===== src/rtl/gpio_port_pkg.sv =====
package gpio_port_pkg;
  typedef enum logic [1:0] {
    SENSE_ANY  = 2'd0,
    SENSE_RISE = 2'd1,
    SENSE_FALL = 2'd2,
    SENSE_LOW  = 2'd3
  } sense_e;

  localparam int A_OUT      = 0;
  localparam int A_OUT_SET  = 1;
  localparam int A_OUT_CLR  = 2;
  localparam int A_OUT_TGL  = 3;
  localparam int A_DIR      = 4;
  localparam int A_DIR_SET  = 5;
  localparam int A_DIR_CLR  = 6;
  localparam int A_DIR_TGL  = 7;
  localparam int A_IN       = 8;
  localparam int A_FLAGS    = 9;
  localparam int A_MASK0    = 10;
  localparam int A_MASK1    = 11;
  localparam int A_MULTI    = 12;
  localparam int A_ROUTE    = 13;
  localparam int A_CFG_BASE = 16;

  localparam int CFG_INV_BIT = 2;
endpackage


===== src/rtl/gpio_pin_sense.sv =====
module gpio_pin_sense
  import gpio_port_pkg::*;
(
  input  logic   clk,
  input  logic   rst,
  input  logic   pad,
  input  logic   invert,
  input  sense_e mode,
  output logic   level,
  output logic   hit
);
  logic sync1_q, sync2_q, prev_q;

  always_ff @(posedge clk) begin
    if (rst) begin
      sync1_q <= 1'b0;
      sync2_q <= 1'b0;
      prev_q  <= 1'b0;
    end else begin
      sync1_q <= pad;
      sync2_q <= sync1_q;
      prev_q  <= level;
    end
  end

  assign level = sync2_q ^ invert;

  always_comb begin
    unique case (mode)
      SENSE_ANY:  hit = level ^ prev_q;
      SENSE_RISE: hit = level & ~prev_q;
      SENSE_FALL: hit = ~level & prev_q;
      default:    hit = ~level;
    endcase
  end
endmodule


===== src/rtl/gpio_flag_irq.sv =====
module gpio_flag_irq #(
  parameter int PINS = 8
) (
  input  logic            clk,
  input  logic            rst,
  input  logic [PINS-1:0] hit,
  input  logic            clr_we,
  input  logic [PINS-1:0] clr_mask,
  input  logic [PINS-1:0] mask0,
  input  logic [PINS-1:0] mask1,
  output logic [PINS-1:0] flags,
  output logic            irq0,
  output logic            irq1
);
  always_ff @(posedge clk) begin
    if (rst) begin
      flags <= '0;
      irq0  <= 1'b0;
      irq1  <= 1'b0;
    end else begin
      flags <= (clr_we ? (flags & ~clr_mask) : flags) | hit;
      irq0  <= |(flags & mask0);
      irq1  <= |(flags & mask1);
    end
  end


  flag_source_chk: assert property (@(posedge clk) disable iff (rst)
    ((flags & ~$past(flags) & ~$past(hit)) == '0));


  irq_line_chk: assert property (@(posedge clk) disable iff (rst)
    (irq0 == $past(|(flags & mask0))) && (irq1 == $past(|(flags & mask1))));
endmodule


===== src/rtl/gpio_port.sv =====
module gpio_port
  import gpio_port_pkg::*;
#(
  parameter int PINS    = 8,
  parameter int ADDR_W  = 5,
  parameter int DATA_W  = 8,
  parameter int CLK_PIN = 3
) (
  input  logic              clk,
  input  logic              rst,
  input  logic              bus_we,
  input  logic [ADDR_W-1:0] bus_addr,
  input  logic [DATA_W-1:0] bus_wdata,
  output logic [DATA_W-1:0] bus_rdata,
  input  logic [PINS-1:0]   pad_in,
  output logic [PINS-1:0]   pad_out,
  output logic [PINS-1:0]   pad_oe,
  input  logic              clk_tap,
  input  logic              evt_in,
  output logic              irq0,
  output logic              irq1
);
  localparam int IDX_W   = (PINS > 1) ? $clog2(PINS) : 1;
  localparam int EVT_PIN = PINS - 1;

  logic [PINS-1:0]   out_q, dir_q, mask0_q, mask1_q, multi_q;
  logic [1:0]        route_q;
  logic [DATA_W-1:0] cfg_q [PINS];
  logic [PINS-1:0]   level, hit, flags, inv;
  logic [PINS-1:0]   wd;
  logic              cfg_hit;
  logic [IDX_W-1:0]  cfg_idx;
  int                addr_i;

  assign wd      = bus_wdata[PINS-1:0];
  assign addr_i  = int'(bus_addr);
  assign cfg_hit = (addr_i >= A_CFG_BASE) && (addr_i < A_CFG_BASE + PINS);
  assign cfg_idx = IDX_W'(addr_i - A_CFG_BASE);

  always_ff @(posedge clk) begin
    if (rst) begin
      out_q   <= '0;
      dir_q   <= '0;
      mask0_q <= '0;
      mask1_q <= '0;
      multi_q <= '0;
      route_q <= '0;
      for (int i = 0; i < PINS; i++) cfg_q[i] <= '0;
    end else if (bus_we) begin
      case (addr_i)
        A_OUT:     out_q   <= wd;
        A_OUT_SET: out_q   <= out_q | wd;
        A_OUT_CLR: out_q   <= out_q & ~wd;
        A_OUT_TGL: out_q   <= out_q ^ wd;
        A_DIR:     dir_q   <= wd;
        A_DIR_SET: dir_q   <= dir_q | wd;
        A_DIR_CLR: dir_q   <= dir_q & ~wd;
        A_DIR_TGL: dir_q   <= dir_q ^ wd;
        A_MASK0:   mask0_q <= wd;
        A_MASK1:   mask1_q <= wd;
        A_MULTI:   multi_q <= wd;
        A_ROUTE:   route_q <= bus_wdata[1:0];
        default: begin
          if (cfg_hit) begin
            if (multi_q != '0) begin
              for (int i = 0; i < PINS; i++)
                if (multi_q[i]) cfg_q[i] <= bus_wdata;
            end else begin
              cfg_q[cfg_idx] <= bus_wdata;
            end
            multi_q <= '0;
          end
        end
      endcase
    end
  end

  // Per-pin input path and output driver.
  for (genvar g = 0; g < PINS; g++) begin : g_pin
    logic drv;
    assign inv[g] = cfg_q[g][CFG_INV_BIT];

    gpio_pin_sense u_sense (
      .clk    (clk),
      .rst    (rst),
      .pad    (pad_in[g]),
      .invert (inv[g]),
      .mode   (sense_e'(cfg_q[g][1:0])),
      .level  (level[g]),
      .hit    (hit[g])
    );

    always_comb begin
      drv = out_q[g];
      if (g == CLK_PIN && route_q[0]) drv = clk_tap;
      if (g == EVT_PIN && route_q[1]) drv = evt_in;
    end

    always_ff @(posedge clk) begin
      if (rst) begin
        pad_out[g] <= 1'b0;
        pad_oe[g]  <= 1'b0;
      end else begin
        pad_out[g] <= drv ^ inv[g];
        pad_oe[g]  <= dir_q[g];
      end
    end
  end

  gpio_flag_irq #(.PINS(PINS)) u_flags (
    .clk      (clk),
    .rst      (rst),
    .hit      (hit),
    .clr_we   (bus_we && addr_i == A_FLAGS),
    .clr_mask (wd),
    .mask0    (mask0_q),
    .mask1    (mask1_q),
    .flags    (flags),
    .irq0     (irq0),
    .irq1     (irq1)
  );

  always_ff @(posedge clk) begin
    if (rst) begin
      bus_rdata <= '0;
    end else begin
      bus_rdata <= '0;
      case (addr_i)
        A_OUT, A_OUT_SET, A_OUT_CLR, A_OUT_TGL: bus_rdata[PINS-1:0] <= out_q;
        A_DIR, A_DIR_SET, A_DIR_CLR, A_DIR_TGL: bus_rdata[PINS-1:0] <= dir_q;
        A_IN:    bus_rdata[PINS-1:0] <= level;
        A_FLAGS: bus_rdata[PINS-1:0] <= flags;
        A_MASK0: bus_rdata[PINS-1:0] <= mask0_q;
        A_MASK1: bus_rdata[PINS-1:0] <= mask1_q;
        A_MULTI: bus_rdata[PINS-1:0] <= multi_q;
        A_ROUTE: bus_rdata[1:0]      <= route_q;
        default: if (cfg_hit) bus_rdata <= cfg_q[cfg_idx];
      endcase
    end
  end


  drive_enable_chk: assert property (@(posedge clk) disable iff (rst)
    pad_oe == $past(dir_q));


  multi_clear_chk: assert property (@(posedge clk) disable iff (rst)
    (bus_we && cfg_hit && multi_q != '0) |=> (multi_q == '0));
endmodule


===== config.mk =====
export PLATFORM = sky130hd
export DESIGN_NAME = gpio_port
export DESIGN_NICKNAME = d
export VERILOG_FILES = /design/src/rtl/gpio_port_pkg.sv /design/src/rtl/gpio_pin_sense.sv /design/src/rtl/gpio_flag_irq.sv /design/src/rtl/gpio_port.sv
export SDC_FILE = /design/constraint.sdc
export NUM_CORES = 1
export LEC_CHECK = 0
export ABC_CLOCK_PERIOD_IN_PS = 2700
export BUFFER_PORTS_ARGS = -buffer_cell sky130_fd_sc_hd__buf_2
export CAP_MARGIN = 0
export CORE_AREA = 3 3 127 129
export CTS_CLUSTER_SIZE = 16
export DETAILED_ROUTE_END_ITERATION = 12
export DIE_AREA = 0 0 130 132
export PLACE_DENSITY = 0.7
export REMOVE_ABC_BUFFERS = 1
export SLEW_MARGIN = 15
export SYNTH_ARGS = -nofsm -noshare
export SYNTH_HDL_FRONTEND = slang
export SYNTH_HIERARCHICAL = 1
export SYNTH_SLANG_ARGS = --single-unit

===== constraint.sdc =====
create_clock -name clk -period 2.7 [get_ports clk]
set_clock_uncertainty 0.05 [all_clocks]
set_input_delay 0.54 -clock clk [delete_from_list [all_inputs] [get_ports clk]]
set_output_delay 0.54 -clock clk [all_outputs]
set_load 0.01 [all_outputs]

==> metrics.md <==
| Metric | Value |
|---|---|
| Final-layout fill cell count | `1165` |
| Tmin final | `2.27 ns` |
| Die Ht | `132 um` |
| Tot GR Track Use | `27.7%` |
| Starting Density | `54.4%` |
| Top-area cell type share of the netlist area | `24.3%` |
| Routed wl met2 | `10900 um` |
| H-tree depth | `4` |
| Max Root-Sink Buffers | `2` |
| Worst-path fanout max | `8` |
| Worst-path clk slew | `0.06 ns` |
| DIE WIDTH | `130 um` |
| Mean post-synth cell area | `11.3 sq um` |
| GRT Residual Overflow | `0` |
| DP Worst Slack | `0.313 ns` |
| Antenna cells | `0` |
| Vias in the first global route | `6256` |
| Pin count of the biggest net entering global routing | `57` |
| WP buf/inv | `0` |
| Starting DRT DRC Count | `824` |
| Share of flip-flops with an asynchronous set or reset | `0%` |
| RSZ-0062 raised after global routing | `false` |
| DRC | `0` |
| CP cell instances | `nor4_4 -> nand3_1 -> nor2_1 -> a221o_1` |
| Post-route ant nets | `0` |
| Post-synthesis sequential area ratio | `47.7%` |
| Post-synth top area cell | `dfxtp_1` |
| DR vias | `6464` |
| Post-synthesis adder-cell area fraction | `7.29%` |
| Final RePlAce weighted congestion | `1.02` |
| P per Cell Area | `608 nW/um^2` |
| Initial antenna violation count | `0` |
| Io pins | `52` |
| Max Clock Freq | `440 MHz` |
| Post-CTS Hold Buffers | `0` |
| Layout cells sized above 1 | `19.4%` |
| CTS Root Cell | `clkbuf_16` |
| Post-synth EDFFs | `64` |
| Mux share of post-synthesis cell area | `13.0%` |
| Register bit total from synthesis | `164` |
| WL met1 | `9340 um` |
| Mapped Area | `8230 sq um` |
| Leakage power | `3.84 nW` |
| WL/cell | `23.2 um` |
| Clock Sinks | `164` |
| Slowest stage cell, crit path | `a221o_1` |
| Via-to-Cell Ratio | `6.49` |
| Kind of end point of the critical path | `flop` |
| Largest stage delay on the critical path | `0.54 ns` |
| Post-Syn Instances | `727` |
| Max VDD drop | `461 uV` |
| Dpl hpwl | `16500 um` |
| P&R area growth vs syn | `13.7%` |
| Number of port buffers | `51` |
| Routed wire length | `23100 um` |
| Worst Path Required | `2.72 ns` |
| Post-synth top cells | `dfxtp_1, edfxtp_1, nor2_1` |
| Finished Core Util | `61.8%` |
| DR WL met3 | `1930 um` |
| Largest register FFs | `64` |
| Synth Area in Simple Gates | `12.3%` |
| Compound-gate portion of the synthesized area | `13.2%` |
| Post-CTS Setup Repair Bufs | `0` |
| Synth cell types | `58` |
| CP arrival | `2.29 ns` |
| Max_cap viols | `0` |
| DR top layer | `met4` |
| Final setup vio count | `0` |
| Max Transition Viols Final | `0` |
| Count leader, synth | `dfxtp_1` |
| Fin nets | `869` |
| Final period util | `84.1%` |
| Placement Rows | `45` |
| CTS resizes | `0` |
| Synth top area cells | `dfxtp_1, edfxtp_1, ha_1` |
| First-pass GRT wire length | `35900 um` |
| Primary FF master, synth | `dfxtp_1` |
| Yosys warning count | `6` |
| Status | `complete, no violations` |
| Clk_lat worst skew | `0.44 ns` |
| Final hold viol count | `0` |
| Worst Hold Class | `in -> reg` |
| Crit start category | `flop` |
| PnR worst setup slack | `0.429 ns` |
| Largest family of logic cells by synthesized area | `compound AO/OA/AOI/OAI gates` |
| Delay-heaviest family, CP | `simple AND/OR/NAND/NOR gates` |
| Die area | `17200 sq um` |
| Slew margin rel. | `39.6%` |
| WS Path Type | `reg -> reg` |
| Fraction of synthesized cell area in xor and xnor cells | `1.70%` |
| CTS tree | `built` |
| Worst slew pin tran | `0.894 ns` |
| DR pass1 iterations | `7` |
| Most flop-heavy register | `cfg_q` |
| Cts bufs inserted | `17` |
| Core area | `15100 sq um` |
## cells by family after synthesis
group / after synthesis
flops: 164
fa+ha+maj: 48
buf+inv: 92
xor+xnor: 16
mux: 72
compound gates: 146
simple gates: 189
## worst register-to-register path: stages (launching register included)
cell and delay, ns:
dfxtp_1 0.40, nor4_4 0.53, nand3_1 0.13, nor2_1 0.26
a221o_1 0.54
## cells in the final DEF (no fill, tap or decap), types with 3 or more instances in the layout
master | netlist | final
a2111oi_0 | 3 | 3
a211oi_1 | 10 | 10
a21boi_1 | 8 | 8
a21oi_1 | 17 | 17
a221o_1 | 4 | 4
a221oi_1 | 6 | 6
a22oi_1 | 21 | 21
a31oi_1 | 3 | 3
a41oi_1 | 6 | 6
a41oi_2 | 4 | 4
and2_1 | 4 | 4
and3_1 | 17 | 17
buf_2 | 18 | 50
buf_4 | 3 | 39
clkbuf_16 | 0 | 17
clkinv_1 | 8 | 9
clkinv_4 | 0 | 3
clkinvlp_4 | 0 | 5
dfxtp_1 | 100 | 100
edfxtp_1 | 64 | 64
ha_1 | 48 | 48
inv_1 | 43 | 43
inv_6 | 0 | 3
mux2_2 | 3 | 3
mux2i_1 | 44 | 44
mux4_1 | 8 | 8
mux4_2 | 17 | 17
nand2_1 | 8 | 8
nand2b_1 | 3 | 3
nand3_1 | 16 | 16
nor2_1 | 54 | 54
nor2b_1 | 21 | 21
nor3_1 | 50 | 50
o21ai_0 | 22 | 22
o21ba_1 | 8 | 8
o21bai_1 | 5 | 5
o221ai_1 | 9 | 9
o22ai_1 | 13 | 13
xnor2_1 | 14 | 14
## path summary, 6_finish.rpt
check / slack, ns / endpoint / startpoint / cells after the start
worst max-delay path: 0.43 / cfg_q[4][2] / multi_q[4] / 4
worst min-delay path: 0.26 / g_pin[6].u_sense/sync1_q / pad_in[6] / 2
worst max register to register: 0.43 / cfg_q[4][2] / multi_q[4] / 4
worst min register to register: 0.38 / g_pin[2].u_sense/sync2_q / g_pin[2].u_sense/sync1_q / 1
## per-stage QoR
step           power [mW]  setup TNS [ns]  cell area [sq um]  hold slack [ns]  std cells
6_report             5.69               0               9360            0.264        996
5_1_grt              5.87               0               9360            0.260        996
4_1_cts              5.68               0               9360            0.257        996
3_5_place_dp         3.42               0               8810            0.374        964
3_3_place_gp         3.39               0               8810            0.367        964
2_1_floorplan        3.11           -9.34               8030            0.364        687
## report_power, final
group	switching, mW	internal, mW
registers	0.0753	2.67
clock network	1.04	1.27
logic	0.379	0.254
total	1.49	4.20
## cell type report
class / instances / area [sq um] / area share [%]
Clock buffer: 18 / 429 / 4.58
Clock inverter: 14 / 129 / 1.38
Inverter: 52 / 195 / 2.08
Multi-Input combinational cell: 471 / 3910 / 41.7
Sequential cell: 164 / 3920 / 41.9
Tap cell: 188 / 235 / 2.51
Timing Repair Buffer: 89 / 543 / 5.80
## routing by layer
metal	vias up	global-route usage (%)
met2	390	42.9
met4	0	12.5
met1	3140	37.9
met3	87	4.86
li1	2847	-
met5	-	0
No activity file was read; power rests on OpenSTA's default activity.
